$ cat src/rtl/txw_pkg.sv
package txw_pkg;
   typedef enum logic [2:0] {
      W_IDLE, W_FETCH, W_FWAIT, W_DECODE, W_DREQ, W_DWAIT, W_STREAM, W_WBACK
   } walk_state_t;
endpackage

$ cat src/rtl/txw_ptr_reg.sv
module txw_ptr_reg #(
   parameter int AW   = 32,
   parameter int STEP = 32
) (
   input  logic          clk,
   input  logic          rst_n,
   input  logic          base_wr_i,
   input  logic [AW-1:0] base_i,
   input  logic          adv_i,
   input  logic          wrap_i,
   output logic [AW-1:0] ptr_o
);
   localparam logic [AW-1:0] STEP_V = AW'(STEP);
   logic [AW-1:0] base_q, ptr_q;

   always_ff @(posedge clk or negedge rst_n) begin
      if (!rst_n) begin
         base_q <= '0;
         ptr_q  <= '0;
      end else if (base_wr_i) begin
         base_q <= base_i;
         ptr_q  <= base_i;
      end else if (adv_i) begin
         ptr_q  <= wrap_i ? base_q : ptr_q + STEP_V;
      end
   end
   assign ptr_o = ptr_q;

   assert_ptr_step_R8: assert property (@(posedge clk) disable iff (!rst_n)
      (adv_i && !wrap_i && !base_wr_i) |=> ptr_q == $past(ptr_q) + STEP_V);
   assert_ptr_wrap_R8: assert property (@(posedge clk) disable iff (!rst_n)
      (adv_i && wrap_i && !base_wr_i) |=> ptr_q == $past(base_q));
   assert_base_load_R11: assert property (@(posedge clk) disable iff (!rst_n)
      base_wr_i |=> ptr_q == $past(base_i));
endmodule

$ cat src/rtl/txw_desc_decode.sv
module txw_desc_decode #(
   parameter int SIZE_BITS   = 12,
   parameter int MAX_BUF1    = 2048,
   parameter bit CHECK_SIZES = 1'b1
) (
   input  logic [SIZE_BITS-1:0] b1_size_i,
   input  logic [SIZE_BITS-1:0] b2_size_i,
   output logic [SIZE_BITS:0]   len_o,
   output logic                 err_o
);
   assign len_o = {1'b0, b1_size_i} + {1'b0, b2_size_i};

   generate
      if (CHECK_SIZES) begin : g_chk
         assign err_o = (b1_size_i > SIZE_BITS'(MAX_BUF1)) || (b2_size_i != '0);
      end else begin : g_nochk
         assign err_o = 1'b0;
      end
   endgenerate
endmodule

$ cat src/rtl/txw_lane_sel.sv
module txw_lane_sel #(
   parameter int LANES = 4
) (
   input  logic [8*LANES-1:0]         word_i,
   input  logic [$clog2(LANES)-1:0]   sel_i,
   output logic [7:0]                 byte_o
);
   logic [7:0] lanes [LANES];
   generate
      for (genvar g = 0; g < LANES; g++) begin : g_lane
         assign lanes[g] = word_i[8*g +: 8];
      end
   endgenerate
   assign byte_o = lanes[sel_i];
endmodule

$ cat src/rtl/txring_walker.sv
module txring_walker #(
   parameter int AW          = 32,
   parameter int DESC_BYTES  = 32,
   parameter int SIZE_BITS   = 12,
   parameter int MAX_BUF1    = 2048,
   parameter int OWN_BIT     = 31,
   parameter int LAST_BIT    = 29,
   parameter int WRAP_BIT    = 21,
   parameter bit CHECK_SIZES = 1'b1
) (
   input  logic          clk,
   input  logic          rst_n,
   input  logic          poll_i,
   input  logic          base_wr_i,
   input  logic [AW-1:0] base_i,
   output logic          mem_req_o,
   output logic          mem_we_o,
   output logic [AW-1:0] mem_addr_o,
   output logic [31:0]   mem_wdata_o,
   input  logic          mem_ready_i,
   input  logic          mem_rvalid_i,
   input  logic [31:0]   mem_rdata_i,
   output logic          tx_valid_o,
   output logic [7:0]    tx_data_o,
   output logic          tx_last_o,
   input  logic          tx_ready_i,
   output logic          done_o,
   output logic          err_o,
   output logic          idle_o,
   output logic [AW-1:0] cur_ptr_o
);
   import txw_pkg::*;

   localparam int WORD_BYTES = 4;
   localparam int DESC_WORDS = DESC_BYTES / WORD_BYTES;
   localparam int WIDX_W     = $clog2(DESC_WORDS);
   localparam int CNT_W      = SIZE_BITS + 1;
   localparam logic [WIDX_W-1:0] WIDX_END = WIDX_W'(DESC_WORDS - 1);
   localparam logic [31:0] OWN_MASK = 32'h1 << OWN_BIT;

   generate
      if (DESC_BYTES % WORD_BYTES != 0 || DESC_BYTES < 12) begin : g_bad_desc
         $error("descriptor must be whole words and hold at least three");
      end
      if (MAX_BUF1 >= (1 << SIZE_BITS)) begin : g_bad_max
         $error("buffer-1 limit must fit the size field");
      end
      if (OWN_BIT > 31 || LAST_BIT > 31 || WRAP_BIT > 31) begin : g_bad_bit
         $error("flag positions must lie in a 32-bit word");
      end
   endgenerate

   walk_state_t          state_q;
   logic [WIDX_W-1:0]    widx_q;
   logic [31:0]          cs_q;
   logic [SIZE_BITS-1:0] b1_q, b2_q;
   logic [AW-1:0]        bptr_q;
   logic [CNT_W-1:0]     rem_q;
   logic [31:0]          word_q;
   logic                 done_q, err_q;

   logic [CNT_W-1:0]     dec_len;
   logic                 dec_err;
   logic                 acc, adv, last_byte;

   txw_desc_decode #(.SIZE_BITS(SIZE_BITS), .MAX_BUF1(MAX_BUF1), .CHECK_SIZES(CHECK_SIZES))
   u_dec (.b1_size_i(b1_q), .b2_size_i(b2_q), .len_o(dec_len), .err_o(dec_err));

   txw_ptr_reg #(.AW(AW), .STEP(DESC_BYTES)) u_ptr (
      .clk(clk), .rst_n(rst_n), .base_wr_i(base_wr_i), .base_i(base_i),
      .adv_i(adv), .wrap_i(cs_q[WRAP_BIT]), .ptr_o(cur_ptr_o));

   txw_lane_sel #(.LANES(WORD_BYTES)) u_lane (
      .word_i(word_q), .sel_i(bptr_q[1:0]), .byte_o(tx_data_o));

   assign acc       = mem_req_o && mem_ready_i;
   assign adv       = (state_q == W_WBACK) && mem_ready_i;
   assign mem_req_o = (state_q == W_FETCH) || (state_q == W_DREQ) || (state_q == W_WBACK);
   assign mem_we_o  = (state_q == W_WBACK);
   assign mem_wdata_o = cs_q & ~OWN_MASK;
   assign last_byte = (rem_q == CNT_W'(1));

   always_comb begin
      case (state_q)
         W_FETCH: mem_addr_o = cur_ptr_o + AW'({widx_q, 2'b00});
         W_DREQ:  mem_addr_o = {bptr_q[AW-1:2], 2'b00};
         default: mem_addr_o = cur_ptr_o;
      endcase
   end

   assign tx_valid_o = (state_q == W_STREAM);
   assign tx_last_o  = tx_valid_o && cs_q[LAST_BIT] && last_byte;
   assign done_o     = done_q;
   assign err_o      = err_q;
   assign idle_o     = (state_q == W_IDLE);

   always_ff @(posedge clk or negedge rst_n) begin
      if (!rst_n) begin
         state_q <= W_IDLE;
         widx_q  <= '0;
         cs_q    <= '0;
         b1_q    <= '0;
         b2_q    <= '0;
         bptr_q  <= '0;
         rem_q   <= '0;
         word_q  <= '0;
         done_q  <= 1'b0;
         err_q   <= 1'b0;
      end else begin
         done_q <= 1'b0;
         err_q  <= 1'b0;
         case (state_q)
            W_IDLE: if (poll_i) begin
               widx_q  <= '0;
               state_q <= W_FETCH;
            end
            W_FETCH: if (acc) state_q <= W_FWAIT;
            W_FWAIT: if (mem_rvalid_i) begin
               case (widx_q)
                  WIDX_W'(0): cs_q   <= mem_rdata_i;
                  WIDX_W'(1): begin
                     b1_q <= mem_rdata_i[SIZE_BITS-1:0];
                     b2_q <= mem_rdata_i[16 +: SIZE_BITS];
                  end
                  WIDX_W'(2): bptr_q <= mem_rdata_i[AW-1:0];
                  default: ;
               endcase
               if (widx_q == '0 && !mem_rdata_i[OWN_BIT]) begin
                  state_q <= W_IDLE;
               end else if (widx_q == WIDX_END) begin
                  widx_q  <= '0;
                  state_q <= W_DECODE;
               end else begin
                  widx_q  <= widx_q + 1'b1;
                  state_q <= W_FETCH;
               end
            end
            W_DECODE: begin
               rem_q   <= dec_len;
               err_q   <= dec_err;
               state_q <= (dec_len == '0) ? W_WBACK : W_DREQ;
            end
            W_DREQ:  if (acc) state_q <= W_DWAIT;
            W_DWAIT: if (mem_rvalid_i) begin
               word_q  <= mem_rdata_i;
               state_q <= W_STREAM;
            end
            W_STREAM: if (tx_ready_i) begin
               rem_q  <= rem_q - 1'b1;
               bptr_q <= bptr_q + 1'b1;
               if (last_byte)                 state_q <= W_WBACK;
               else if (bptr_q[1:0] == 2'b11) state_q <= W_DREQ;
            end
            W_WBACK: if (acc) begin
               done_q  <= cs_q[LAST_BIT];
               widx_q  <= '0;
               state_q <= W_FETCH;
            end
            default: state_q <= W_IDLE;
         endcase
      end
   end

   assert_stop_on_free_R3: assert property (@(posedge clk) disable iff (!rst_n)
      (state_q == W_FWAIT && widx_q == '0 && mem_rvalid_i && !mem_rdata_i[OWN_BIT])
      |=> (idle_o && !mem_req_o && !tx_valid_o));
   assert_req_hold_R12: assert property (@(posedge clk) disable iff (!rst_n)
      (mem_req_o && !mem_ready_i) |=> (mem_req_o && $stable(mem_addr_o)
                                       && $stable(mem_we_o) && $stable(mem_wdata_o)));
   assert_tx_hold_R12: assert property (@(posedge clk) disable iff (!rst_n)
      (tx_valid_o && !tx_ready_i) |=> (tx_valid_o && $stable(tx_data_o) && $stable(tx_last_o)));
   assert_done_after_wb_R9: assert property (@(posedge clk) disable iff (!rst_n)
      done_o |-> $past(mem_req_o && mem_we_o && mem_ready_i));
   assert_wb_no_own_R7: assert property (@(posedge clk) disable iff (!rst_n)
      (mem_req_o && mem_we_o) |-> (mem_addr_o == cur_ptr_o && !mem_wdata_o[OWN_BIT]));
endmodule

$ cat config.mk
export PLATFORM = sky130hd
export DESIGN_NAME = txring_walker
export DESIGN_NICKNAME = d
export VERILOG_FILES = /design/src/rtl/txw_pkg.sv /design/src/rtl/txw_ptr_reg.sv /design/src/rtl/txw_desc_decode.sv /design/src/rtl/txw_lane_sel.sv /design/src/rtl/txring_walker.sv
export SDC_FILE = /design/constraint.sdc
export NUM_CORES = 1
export LEC_CHECK = 0
export ABC_AREA = 0
export BUFFER_PORTS_ARGS = -buffer_cell sky130_fd_sc_hd__buf_4
export CORE_ASPECT_RATIO = 0.6
export CORE_UTILIZATION = 50
export DETAILED_ROUTE_END_ITERATION = 16
export PLACE_DENSITY = 0.78
export SYNTH_ARGS = -nofsm -noshare
export SYNTH_HDL_FRONTEND = slang
export SYNTH_SLANG_ARGS = --single-unit
$ cat constraint.sdc
create_clock -name clk -period 5.1 [get_ports clk]
set_input_delay 0.765 -clock clk [delete_from_list [all_inputs] [get_ports clk]]
set_output_delay 0.765 -clock clk [all_outputs]
set_load 0.05 [all_outputs]
==> reports/results.tsv <==
metric	value	unit
Layout Cells excl Fill	1700	
Inst Count DP	1663	
crit path max fanout	31	
DR vias/cell	6.265	
initial antenna violation count	0	
clock insertion delay at the later pin of the skew report	0.53	ns
Switching Share	0.4811	
grt peak-use layer	met1	
sequential share of power	0.317	
clk root buf	clkbuf_16	
CTS Sinks	204	
Post-Route WL	36750	µm
crit path kind	register to output pin	
PD cells	632.0	nW/µm²
Comb power frac	0.505	
global route total overflow	0	
sequential area share after synthesis	0.4388	
Leakage Power	6.165	nW
GPL Wtd Cong	0.9643	
post-route minimum period	4.345	ns
syn nets	1340	
vias in the first global route	9885	
Final Hold Viols	0	
largest family of logic cells by synthesized area	compound AO/OA/AOI/OAI gates	
synth top area cells	dfrtp_1 44%, mux2_2 10%, a21oi_1 5.3%	
P_int	4.542	mW
wire per inst	21.62	µm
mux cell area share after synthesis	0.1187	
Setup Fix Bufs, Post-CTS	0	
Clk network pwr share	0.178	
Top FF cell, synth	dfrtp_1	
top-area cell type share of the netlist area	0.4388	
Cell variety after synth	80	
Setup crit end kind	output pin	
Syn Inst Count	1243	
# IOs	182	
RSZ-0062 raised after global routing	false	
hold crit path type	primary input to async pin	
Max-Slew Margin vs Limit	0.1632	
via count	10650	
Synth Warn #	0	
port buffer count	180	
sw power	4.212	mW
setup tns final	0	ns
H-tree depth	1	
period utilization	0.8519	
xor-xnor portion of the synthesized cell area	0.008281	
dpl hpwl	26530	µm
Resize count post-CTS	0	
Total Routing Usage GR	0.3097	
Clock Skew	0.02872	ns
Post-route DRC	0	
DRT iter0 DRCs	1235	
startpoint types	register	
Place WS	1.402	ns
Peak VDD IR	0.0005340	V
first-pass GRT wire length	57030	µm
measured slew at the worst slew-check pin	1.251	ns
share of flip-flops with an asynchronous set or reset	1.000	
area of the core	22440	µm²
CTS buffer count	20	
maxcap violations	0	
GR Util met1	0.4899	
Peak Freq	230.2	MHz
TritonRoute pass-1 iters	6	
CTS tree	yes	
largest net degree at the start of global routing	129	
area of the mapped netlist	11630	µm²
clk buf depth	3	
met2 usage	0.4019	
Die Y	120.2	µm
Site Rows	42	
Synth top cells by count	204 x dfrtp_1, 127 x nand2_1, 124 x a21oi_1, 124 x o21ai_0, 103 x mux2_2	
hold_buf cts	0	
final setup vio count	0	
area leader, netlist	dfrtp_1	
mean post-synth cell area	9.359	µm²
die width	198.9	µm
Worst EP required	4.34	ns
area grow syn2layout	19.05	%
Final Worst Setup Slack	0.7552	ns
adder-cell share of the synthesized area	0.02925	
EDFF count, synth	0	
Max Slew Vio Count	0	
count leader, synth	dfrtp_1	
Synth Area in Simple Gates	0.1600	
complex-gate fraction of the synthesized area	0.2056	
Antenna Nets Post-Route	0	
status	complete, no violations	
area of the die	23900	µm²
GR Util met3	0.1003	
layout cells sized above 1	0.2545	
clk slew on worst S/H paths	0.06	ns
Synth Register Bits	204	
Worst EP arrival	3.58	ns
Nets	1474	
Initial Util	0.5185	
==> final cells by class <==
type | count | area (µm²)
Clock inverter | 11 | 147.6
Timing Repair Buffer | 191 | 1453
Fill cell | 1935 | 8589
Tap cell | 308 | 385.4
Multi-Input combinational cell | 924 | 6081
Clock buffer | 25 | 539.3
Inverter | 36 | 135.1
Antenna cell | 1 | 2.502
Sequential cell | 204 | 5106
==> final timing paths <==
| path | cells after the start | start | slack [ns] | to |
|---|---|---|---|---|
| setup / recovery | 7 | state_q[1]$_DFFE_PN0P_ | 0.76 | mem_addr_o[18] |
| hold / removal | 1 | rst_n | 0.28 | rem_q[9]$_DFFE_PN0P_ |
| setup reg to reg | 8 | state_q[1]$_DFFE_PN0P_ | 1.56 | bptr_q[11]$_DFFE_PN0P_ |
| hold reg to reg | 1 | word_q[20]$_DFFE_PN0P_ | 0.49 | word_q[20]$_DFFE_PN0P_ |
| max in group asynchronous | 2 | rst_n | 3.65 | cs_q[21]$_DFFE_PN0P_ |
| min in group clk | 3 | base_i[23] | 0.45 | u_ptr.ptr_o[23]$_DFFE_PN0P_ |
==> logic make-up (layout without fill, tap and decap cells) <==
group | Yosys count | count (layout)
DFF | 204 | 204
xor gates and xnor gates | 11 | 11
other | 1 | 2
adders and majority gates | 26 | 26
and+or+nand+nor | 378 | 378
AOI/OAI and AO/OA | 393 | 393
buffers and inverters | 115 | 263
muxes | 115 | 115
==> layout by cell type (no fill, tap or decap), types with 8 or more instances in the layout <==
cell type  instances
dfrtp_1          203
buf_4            189
nand2_1          127
a21oi_1          124
o21ai_0          124
mux2_2           103
nor2_1            75
nand3_1           41
nor3_1            41
inv_1             34
ha_1              24
and3_1            20
clkbuf_16         20
o22ai_1           17
o311ai_0          15
a22oi_1           14
a21o_1            11
nor4_1            11
o21a_1            10
nand4_1           10
a31oi_1           10
nand2b_1           9
mux4_2             8
==> per-stage QoR <==
stage	hold slack (ns)	power (mW)	area, µm²	utilization
after floorplan	0.4493	5.781	11630	-
after global placement	0.4708	7.066	13160	0.5865
after detailed placement	0.4844	7.145	13160	0.5865
after CTS	0.3066	8.716	13850	0.6171
after global routing	0.3368	9.171	13850	0.6171
final	0.2837	8.753	13850	0.6172
==> routing by layer <==
metal / vias up / part of all wire
met5: - / 0
met4: 0 / 0.020
met3: 60 / 0.12
met2: 548 / 0.40
met1: 5178 / 0.46
li1: 4865 / -
==> power by group through the flow <==
stage	Clock, mW	Combinational [mW]	Sequential [mW]
after floorplan	0	2.78	3.00
after global placement	0	4.32	2.75
after detailed placement	0	4.37	2.78
after CTS	1.58	4.39	2.75
after global routing	1.64	4.69	2.85
final	1.56	4.42	2.77
==> critical path: stages (launching register included) <==
cell	delay, ns
dfrtp_1	0.68
inv_1	0.24
and3_1	0.23
buf_4	0.23
nor2_1	0.88
o21ai_0	0.29
o311ai_0	0.22
buf_4	0.29
==> sequential cells by signal, summed over array words and instances, names as in the netlist <==
signal / flops
cs_q: 31
word_q: 32
err_o: 1
b2_q: 12
u_ptr.base_q: 32
widx_q: 3
b1_q: 12
done_o: 1
u_ptr.ptr_o: 32
rem_q: 13
state_q: 3
bptr_q: 32
No activity file was read; power rests on OpenSTA's default activity.
